**src/rtl/ocf_pkg.sv**
```systemverilog
package ocf_pkg;
  localparam int DATA_W = 8;
  localparam int ADDR_W = 8;

  localparam logic [ADDR_W-1:0] ADDR_CFG  = 8'h01;
  localparam logic [ADDR_W-1:0] ADDR_STAT = 8'h10;
  localparam logic [ADDR_W-1:0] ADDR_CMD  = 8'h21;

  localparam int BIT_DIAG_EN = 0;
  localparam int BIT_LVL     = 4;
  localparam int BIT_CLR     = 7;

  typedef enum logic [2:0] {
    ST_PLAY  = 3'd0,
    ST_SHUT  = 3'd1,
    ST_DREQ  = 3'd2,
    ST_DWAIT = 3'd3,
    ST_RETRY = 3'd4,
    ST_HOLD  = 3'd5
  } ch_state_t;

  function automatic logic is_hiz(ch_state_t s);
    return s != ST_PLAY;
  endfunction

  function automatic logic [DATA_W-1:0] cfg_mask(logic [DATA_W-1:0] d);
    logic [DATA_W-1:0] m;
    m = '0;
    m[BIT_DIAG_EN] = 1'b1;
    m[BIT_LVL]     = 1'b1;
    return d & m;
  endfunction
endpackage

```
**src/rtl/ocf_regs.sv**
```systemverilog
module ocf_regs
  import ocf_pkg::*;
(
  input  logic              clk,
  input  logic              rst_n,
  input  logic              wr,
  input  logic [ADDR_W-1:0] addr,
  input  logic [DATA_W-1:0] wdata,
  output logic [DATA_W-1:0] rdata,
  input  logic              trip_evt,
  output logic              clr_evt,
  output logic              diag_en,
  output logic              lvl_sel,
  output logic              fault_lat
);
  logic [DATA_W-1:0] cfg_q;
  logic              clr_q;
  logic              lat_q;
  logic              unused_wdata;

  assign unused_wdata = ^{wdata[6:5], wdata[3:1]};

  always_ff @(posedge clk or negedge rst_n) begin
    if (!rst_n) begin
      cfg_q <= '0;
      clr_q <= 1'b0;
    end else begin
      clr_q <= wr && (addr == ADDR_CMD) && wdata[BIT_CLR];
      if (wr && addr == ADDR_CFG) cfg_q <= cfg_mask(wdata);
    end
  end

  always_ff @(posedge clk or negedge rst_n) begin
    if (!rst_n)        lat_q <= 1'b0;
    else if (trip_evt) lat_q <= 1'b1;
    else if (clr_q)    lat_q <= 1'b0;
  end

  always_comb begin
    rdata = '0;
    unique case (addr)
      ADDR_CFG:  rdata = cfg_q;
      ADDR_STAT: rdata[0] = lat_q;
      ADDR_CMD:  rdata[BIT_CLR] = clr_q;
      default:   rdata = '0;
    endcase
  end

  assign clr_evt   = clr_q;
  assign diag_en   = cfg_q[BIT_DIAG_EN];
  assign lvl_sel   = cfg_q[BIT_LVL];
  assign fault_lat = lat_q;
endmodule

```
**src/rtl/ocf_retry_timer.sv**
```systemverilog
module ocf_retry_timer #(
  parameter int RETRY_TICKS = 1
) (
  input  logic clk,
  input  logic rst_n,
  input  logic run,
  input  logic tick,
  output logic expire
);
  localparam int CNT_W = (RETRY_TICKS > 1) ? $clog2(RETRY_TICKS) : 1;
  localparam logic [CNT_W-1:0] LAST = CNT_W'(RETRY_TICKS - 1);

  logic [CNT_W-1:0] cnt_q;

  always_ff @(posedge clk or negedge rst_n) begin
    if (!rst_n)              cnt_q <= '0;
    else if (!run || expire) cnt_q <= '0;
    else if (tick)           cnt_q <= cnt_q + 1'b1;
  end

  assign expire = run && tick && (cnt_q == LAST);
endmodule

```
**src/rtl/ocf_chan_fsm.sv**
```systemverilog
module ocf_chan_fsm
  import ocf_pkg::*;
(
  input  logic      clk,
  input  logic      rst_n,
  input  logic      oc_trip,
  input  logic      clr_evt,
  input  logic      diag_en,
  input  logic      diag_done,
  input  logic      diag_pass,
  input  logic      retry_expire,
  output ch_state_t state,
  output logic      trip_evt,
  output logic      pass_evt,
  output logic      fail_evt
);
  ch_state_t nxt;

  assign trip_evt = (state == ST_PLAY) && oc_trip;
  assign pass_evt = (state == ST_DWAIT) && diag_done && diag_pass;
  assign fail_evt = (state == ST_DWAIT) && diag_done && !diag_pass;

  always_comb begin
    nxt = state;
    unique case (state)
      ST_PLAY:  if (trip_evt) nxt = ST_SHUT;
      ST_SHUT:  if (clr_evt)  nxt = diag_en ? ST_DREQ : ST_HOLD;
      ST_DREQ:  nxt = ST_DWAIT;
      ST_DWAIT: begin
        if (pass_evt)      nxt = ST_PLAY;
        else if (fail_evt) nxt = ST_RETRY;
      end
      ST_RETRY: if (retry_expire) nxt = ST_DREQ;
      ST_HOLD:  if (clr_evt && !oc_trip) nxt = ST_PLAY;
      default:  nxt = ST_SHUT;
    endcase
  end

  always_ff @(posedge clk or negedge rst_n) begin
    if (!rst_n) state <= ST_PLAY;
    else        state <= nxt;
  end
endmodule

```
**src/rtl/ocp_fault_mgr.sv**
```systemverilog
module ocp_fault_mgr
  import ocf_pkg::*;
#(
  parameter int RETRY_TICKS = 1
) (
  input  logic              clk,
  input  logic              rst_n,
  input  logic              reg_wr,
  input  logic [ADDR_W-1:0] reg_addr,
  input  logic [DATA_W-1:0] reg_wdata,
  output logic [DATA_W-1:0] reg_rdata,
  input  logic              oc_trip,
  input  logic              tick_1s,
  output logic              diag_req,
  input  logic              diag_done,
  input  logic              diag_pass,
  output logic              out_hiz,
  output logic              fault_n,
  output logic              ilim_sel
);
  ch_state_t state;
  logic trip_evt, pass_evt, fail_evt, clr_evt;
  logic diag_en, fault_lat, retry_expire;

  ocf_regs u_regs (
    .clk(clk), .rst_n(rst_n), .wr(reg_wr), .addr(reg_addr),
    .wdata(reg_wdata), .rdata(reg_rdata), .trip_evt(trip_evt),
    .clr_evt(clr_evt), .diag_en(diag_en), .lvl_sel(ilim_sel),
    .fault_lat(fault_lat)
  );

  ocf_chan_fsm u_fsm (
    .clk(clk), .rst_n(rst_n), .oc_trip(oc_trip), .clr_evt(clr_evt),
    .diag_en(diag_en), .diag_done(diag_done), .diag_pass(diag_pass),
    .retry_expire(retry_expire), .state(state), .trip_evt(trip_evt),
    .pass_evt(pass_evt), .fail_evt(fail_evt)
  );

  ocf_retry_timer #(.RETRY_TICKS(RETRY_TICKS)) u_timer (
    .clk(clk), .rst_n(rst_n), .run(state == ST_RETRY),
    .tick(tick_1s), .expire(retry_expire)
  );

  assign diag_req = (state == ST_DREQ);
  assign out_hiz  = is_hiz(state);
  assign fault_n  = !is_hiz(state);
endmodule

```
**config.mk**
```make
export PLATFORM = sky130hd
export DESIGN_NAME = ocp_fault_mgr
export DESIGN_NICKNAME = d
export VERILOG_FILES = /design/src/rtl/ocf_pkg.sv /design/src/rtl/ocf_regs.sv /design/src/rtl/ocf_retry_timer.sv /design/src/rtl/ocf_chan_fsm.sv /design/src/rtl/ocp_fault_mgr.sv
export SDC_FILE = /design/constraint.sdc
export NUM_CORES = 1
export LEC_CHECK = 0
export ABC_AREA = 1
export CAP_MARGIN = 20
export CORE_MARGIN = 2
export CORE_UTILIZATION = 45
export DETAILED_ROUTE_END_ITERATION = 12
export DONT_BUFFER_PORTS = 1
export PLACE_DENSITY = 0.61
export SYNTH_ARGS = -nofsm -noshare
export SYNTH_HDL_FRONTEND = slang
export SYNTH_SLANG_ARGS = --single-unit
export TNS_END_PERCENT = 5
```
**constraint.sdc**
```tcl
create_clock -name clk -period 2.06 [get_ports clk]
set_input_delay 0.103 -clock clk [delete_from_list [all_inputs] [get_ports clk]]
set_output_delay 0.103 -clock clk [all_outputs]
set_load 0.1 [all_outputs]
```
==> summary.md, run 1 <==
| Metric | Value |
|---|---|
| Status | `finished clean` |
| Area delta synth->final | `26.94%` |
| Vias | `593` |
| Post-CTS Setup Inserts | `0` |
| Total Die Area | `1674 sq um` |
| Core area | `1285 sq um` |
| Min-delay src | `reg_wr` |
| Antenna diodes | `0` |
| Crit path required time | `1960 ps` |
| Pwr Density | `1378 nW/um^2` |
| Multi-input logic area | `336.6 sq um` |
| Detailed-route wire length | `1.251 mm` |
| Fmax achieved | `646.9 MHz` |
| Critical path data arrival time | `1440 ps` |
| RSZ-0062 raised after global routing | `false` |
| CTS tree | `done` |
| Chip height | `40.91 um` |
| Via density | `4.861` |
| Hold Path End | `u_regs.cfg_q[0]` |
| Buffers on Ports | `0` |
| Clock Skew | `6.920 ps` |
| Post-DP HPWL | `999.3 um` |
| Commonest cells in the netlist | `nand2_1, nand3_1, inv_1` |
| Post-route antenna net violation count | `0` |
| Share of the synthesized area in the top cell type | `0.3265` |
| Cell leakage power | `0.0004265 uW` |
| Worst R2R Setup Slack | `850 ps` |
| TNS Setup | `0 ps` |
| GR Overflow Total | `0` |
| Final hold viol count | `0` |
| GRT Overall Usage | `0.1625` |
| Total CTS buffers | `3` |
| Share of post-route cells with drive strength above 1 | `0.2710` |
| Syn_area_per_cell | `6.812 sq um` |
| Synth top area cells | `dfrtp_1, nand2_1, nand3_1` |
| Worst-case clock buffer depth | `2` |
| Reg2reg end | `u_fsm.state[0]` |
| DRT Pass-1 Iters | `4` |
| Pin count of the biggest net entering global routing | `9` |
| Max-slew violations | `0` |
| DR WL/cell | `10.25 um` |
| Net count, final | `132` |
| Post-synth top area cell | `dfrtp_1` |
| Tcrit/Tclk final | `0.7504` |
| Seq pwr share | `0.229` |
| I/O Pins | `35` |
| Post-synthesis register bit count | `8` |
| Yosys warns | `0` |
| H-tree depth | `1` |
| Post-synth ARST share | `1.000` |
| Hold-critical path depth | `3` |
| Final setup margin | `514.2 ps` |
| Syn Inst Count | `90` |
| Initial antenna violation count | `0` |
| Switching pwr | `637.9 uW` |
| Initial DRC Count | `13` |
| # setup viols final | `0` |
| FP Rows | `13` |
| Net Sw Frac | `0.5948` |
| Clock share of power | `0.108` |
| Reg2reg start | `u_fsm.state[1]` |
| Max-Cap Viols | `0` |
| Root Buffer Master | `clkbuf_4` |
| Cts repair resizes | `0` |
| RePlAce Congestion | `0.7749` |
| Post-synthesis cell type count | `20` |
| Fillcell total | `128` |
| Minimum clock period | `1546 ps` |
| Number of flops mapped to enable cells by yosys | `0` |
| Comb power frac | `0.663` |
| Synth Flop Type | `dfrtp_1` |
| DIE WIDTH | `40.91 um` |
| Startpoint class of the critical path | `flop` |
| Peak VDD IR | `0.0009768 V` |
| DRC | `0` |
| Worst Path Class, Setup | `flop to output port` |
| Mapped cell area | `613.1 sq um` |
| Count leader, synth | `nand2_1` |
| Reg2Reg Depth | `6` |
| Clk sink count | `8` |
| Vias in the first global route | `415` |
| Worst setup EP type | `output port` |
| HP Class | `primary input to flop` |
| Dpl ws | `772.4 ps` |
| Initial Util | `0.4771` |
| Crit Path Max Fanout | `6` |
| Pint | `434.5 uW` |
| Sequential share of the synthesized area | `0.3265` |
| CTS clk-pin slew, worst paths | `50 ps` |
| Clk_lat worst skew | `250 ps` |
| First-pass GRT wire length | `1.704 mm` |
| Register Area | `200.2 sq um` |
through the flow:
step	util	total power [uW]	cells	area, sq um	hold slack [ps]
floorplan	-	837.9	94	639.4	-192.6
global placement	0.5258	939.6	111	675.6	-192.4
detailed placement	0.5258	941.3	111	675.6	-192.4
CTS	0.5745	1069	118	738.2	4.770
global route	0.6056	1151	122	778.2	30.98
finish	0.6056	1072	122	778.2	39.87
state kept, by name, indices dropped and copies added, names as in the netlist:
signal	count
u_regs.clr_evt	1
u_regs.fault_lat	1
u_regs.cfg_q	2
u_timer.cnt_q	1
u_fsm.state	3
power by group through the flow:
stage,clock network (uW),registers [uW],logic (uW)
floorplan,0,241,597
global placement,0,248,692
detailed placement,0,248,694
CTS,119,245,705
global route,136,249,765
finish,116,246,711
cell type report:
type	instances	area share
flip-flops and latches	8	0.2572
multi-input cells	63	0.4325
well taps	15	0.02412
inverters	18	0.08682
repair buffers	15	0.1704
clock buffers	3	0.02894
worst max-delay path by stage:
stage                        start                to  slack (ps)
finish              u_fsm.state[1]           fault_n         510
global route        u_fsm.state[1]           fault_n         420
CTS                 u_fsm.state[1]           fault_n         510
detailed placement  u_fsm.state[1]           fault_n         770
global placement    u_fsm.state[1]           fault_n         780
floorplan           u_fsm.state[1]  u_regs.fault_lat        -230
cells in the final DEF, fill, tap and decap left out, drive strengths merged:
cell type and count:
buf 7, conb 5, nand2 22, dfrtp 8, nor3 2, dlygate4sd3 8
clkbuf 3, nand3 17, a21oi 1, o22ai 1, nor3b 1, nor4 1
o21ai 1, inv 18, nor2 10, o21bai 1, nand4 1
repair_timing:
action	CTS	global route
hold endpoints to repair	10	2
hold buffers	4	4
endpoints found under the setup margin	0	0
cells by family after synthesis:
family,Yosys count,share of synthesized area
buf+inv,23,0.1714
flops,8,0.3265
simple gates,54,0.4408
other cells,1,0.006117
compound gates,4,0.05510
critical path, cell delays in order (launching register included):
cell     delay [ps]
dfrtp_1         450
nor2_2          250
inv_1            80
nor2_2          110
buf_4           300
metal layers:
metal | wire, um | part of all wire | GRT usage
met1 | 571 | 0.46 | 0.2128
met2 | 576 | 0.46 | 0.2109
met3 | 98 | 0.078 | 0.09783
met4 | 6 | 0.0048 | 0.06667
met5 | 0 | 0 | 0
Power figures use the tool's default switching activity.
==> run 2, diff against run 1 <==
- PLACE_DENSITY: 0.61 -> 0.63
- clock period: 2.06 -> 1.4 ns (I/O delays scaled with it)
==> run 2 against run 1 <==
Utilization grew 8.9 points. Clock power grew 73%. Cell count grew 3.3%. Setup slack lost 450 ps. First-iteration DRC count is the same. Via count grew 7.4%. Clock skew grew 0.56 ps. Critical endpoint is now out_hiz.
==> summary.md, run 2 (synthesized netlist as in run 1, its figures left out) <==
| Metric | Value |
|---|---|
| Status | `finished clean` |
| Worst Path Class, Setup | `flop to output port` |
| Pint | `880.9 uW (+100%)` |
| DIE WIDTH | `40.91 um (unchanged)` |
| Layout Cells excl Fill | `126 (+3.3%)` |
| Max-slew violations | `0 (unchanged)` |
| DRC | `0 (unchanged)` |
| Post-route antenna net violation count | `0 (unchanged)` |
| Worst-case clock buffer depth | `2 (unchanged)` |
| Clk sink count | `8 (unchanged)` |
| Startpoint class of the critical path | `flop` |
| Switching pwr | `1042 uW (+63%)` |
| Root Buffer Master | `clkbuf_4` |
| GRT Overall Usage | `0.1891 (+0.02663)` |
| HP Class | `primary input to flop` |
| CTS tree | `done` |
| Clock share of power | `0.105 (-0.003)` |
| Total Die Area | `1674 sq um (unchanged)` |
| # placed instances | `111 (unchanged)` |
| Area delta synth->final | `45.51%` |
| Most common cell after layout, fill and taps aside | `nand2_1` |
| Comb power frac | `0.703 (+0.040)` |
| Fillcell total | `115 (-10%)` |
| Chip height | `40.91 um (unchanged)` |
| Worst setup EP type | `output port` |
| GR Overflow Total | `0 (unchanged)` |
| Peak VDD IR | `0.001790 V (+83%)` |
| Core area | `1285 sq um (unchanged)` |
| Net Sw Frac | `0.5418 (-0.05302)` |
| Vias in the first global route | `540 (+30%)` |
| Initial DRC Count | `13 (unchanged)` |
| Post-DP HPWL | `1.026 mm (+2.7%)` |
| Most frequent cells in the layout | `nand2_1, nand3_1, inv_1, dlygate4sd3_1, buf_4` |
| Register Area | `203.9 sq um (+1.9%)` |
| Final setup margin | `64.74 ps (-449.5 ps)` |
| Initial antenna violation count | `0 (unchanged)` |
| Final hold viol count | `0 (unchanged)` |
| Pwr Density | `2155 nW/um^2 (+56%)` |
| Largest register FFs | `3 (unchanged)` |
| Net count, final | `135 (+2.3%)` |
| Fmax achieved | `748.9 MHz` |
| Crit Path Max Fanout | `6 (unchanged)` |
| Dpl ws | `151.9 ps (-620.5 ps)` |
| Clk_lat worst skew | `260 ps (about the same)` |
| Worst path slowest cell | `dfrtp_2` |
| Clock Skew | `7.481 ps (+0.5609 ps)` |
| FP Rows | `13 (unchanged)` |
| Biggest regs | `u_fsm.state: 3 flops, u_regs.cfg_q: 2 flops` |
| Vias | `637 (+7.4%)` |
| Via density | `5.056 (+4.0%)` |
| Share of post-route cells with drive strength above 1 | `0.3514 (+0.08032)` |
| Largest reg by FF count | `u_fsm.state` |
| # setup viols final | `0 (unchanged)` |
| Crit path largest cell delay | `460 ps (about the same)` |
| First-pass GRT wire length | `2.028 mm (+19%)` |
| H-tree depth | `1 (unchanged)` |
| Hold Slack | `7.562 ps (-32.31 ps)` |
| Critical path data arrival time | `1270 ps (-170 ps)` |
| Antenna diodes | `0 (unchanged)` |
| Initial Util | `0.4771 (unchanged)` |
| I/O Pins | `35 (unchanged)` |
| Seq pwr share | `0.193 (-0.036)` |
| DRT Pass-1 Iters | `4 (unchanged)` |
| Pin count of the biggest net entering global routing | `9 (unchanged)` |
| CTS clk-pin slew, worst paths | `60 ps (about the same)` |
| Tcrit/Tclk final | `0.9538` |
| RePlAce Congestion | `0.8482 (+9.5%)` |
| TNS Setup | `0 ps (unchanged)` |
| CP cell instances | `nor2_4 -> inv_1 -> nor2_4 -> inv_4 -> buf_12` |
| Detailed-route wire length | `1.382 mm (+10%)` |
| Most common cell on crit path | `nor2_4` |
| Multi-input logic area | `357.8 sq um (+6.3%)` |
| Minimum clock period | `1335 ps` |
| Buffers on Ports | `0 (unchanged)` |
| DR WL/cell | `10.97 um (+7.0%)` |
| Cell leakage power | `0.0004628 uW (+8.5%)` |
| Max-Cap Viols | `0 (unchanged)` |
| Crit path required time | `1330 ps (-630 ps)` |
| Total CTS buffers | `3 (unchanged)` |
==> run 2: cell count changes in the layout (fill, tap and decap cells not counted), sizes merged <==
cell,before,now
buf,7,11
clkbuf,3,4
dlygate4sd3,8,7
==> run 2: power groups by stage <==
stage / Clock, uW / Combinational, uW / Sequential [uW]
3_5_place_dp: 0 / 1210 / 360
5_1_grt: 214 / 1470 / 378
2_1_floorplan: 0 / 908 / 359
3_3_place_gp: 0 / 1200 / 361
6_report: 201 / 1350 / 370
4_1_cts: 205 / 1280 / 373
==> run 2: worst paths after layout <==
check	start	endpoint	slack, ps	depth (start not counted)
min in group asynchronous	rst_n	u_regs.cfg_q[0]	160	1
max in group asynchronous	rst_n	u_fsm.state[1]	920	1
worst max-delay path	u_fsm.state[1]	out_hiz	60	5
worst min-delay path	diag_done	u_fsm.state[1]	8	3
worst min register to register	u_timer.cnt_q	u_timer.cnt_q	510	2
worst max register to register	u_fsm.state[0]	u_fsm.state[0]	200	7
==> run 2: worst max-delay path, delay by kind of cell, from the launching register on <==
kind / cells / cell delay (ps)
flops: 1 / 460
simple gates: 2 / 260
buf+inv: 3 / 290
==> run 2: repair_timing <==
action	4_1_cts	5_1_grt
hold endpoints to repair	12	0
buffers inserted	1	3
gates cloned	0	0
endpoints found under the setup margin	3	2
pin swaps	1	0
hold buffers	7	0
resized for setup	3	3
==> run 2: final cells by class <==
| cell class | count | area share |
|---|---|---|
| flip-flops and latches | 8 | 0.2286 |
| clock buffers | 4 | 0.02945 |
| inverters | 18 | 0.07854 |
| repair buffers | 18 | 0.2412 |
| multi-input cells | 63 | 0.4011 |
| well taps | 15 | 0.02104 |
==> run 2: per-stage QoR <==
stage	area (sq um)	total power (uW)	utilization
2_1_floorplan	650.6	1268	-
3_3_place_gp	747.0	1563	0.5813
3_5_place_dp	747.0	1573	0.5813
4_1_cts	858.3	1859	0.6680
5_1_grt	892.1	2061	0.6943
6_report	892.1	1923	0.6943
==> run 2: routing by layer <==
metal  share of wire  global-route usage  wire length (um)
met2            0.53              0.3242               736
met4          0.0058              0.1000                 8
met3           0.069             0.04891                95
met1            0.39              0.2107               542
met5               0                   0                 0
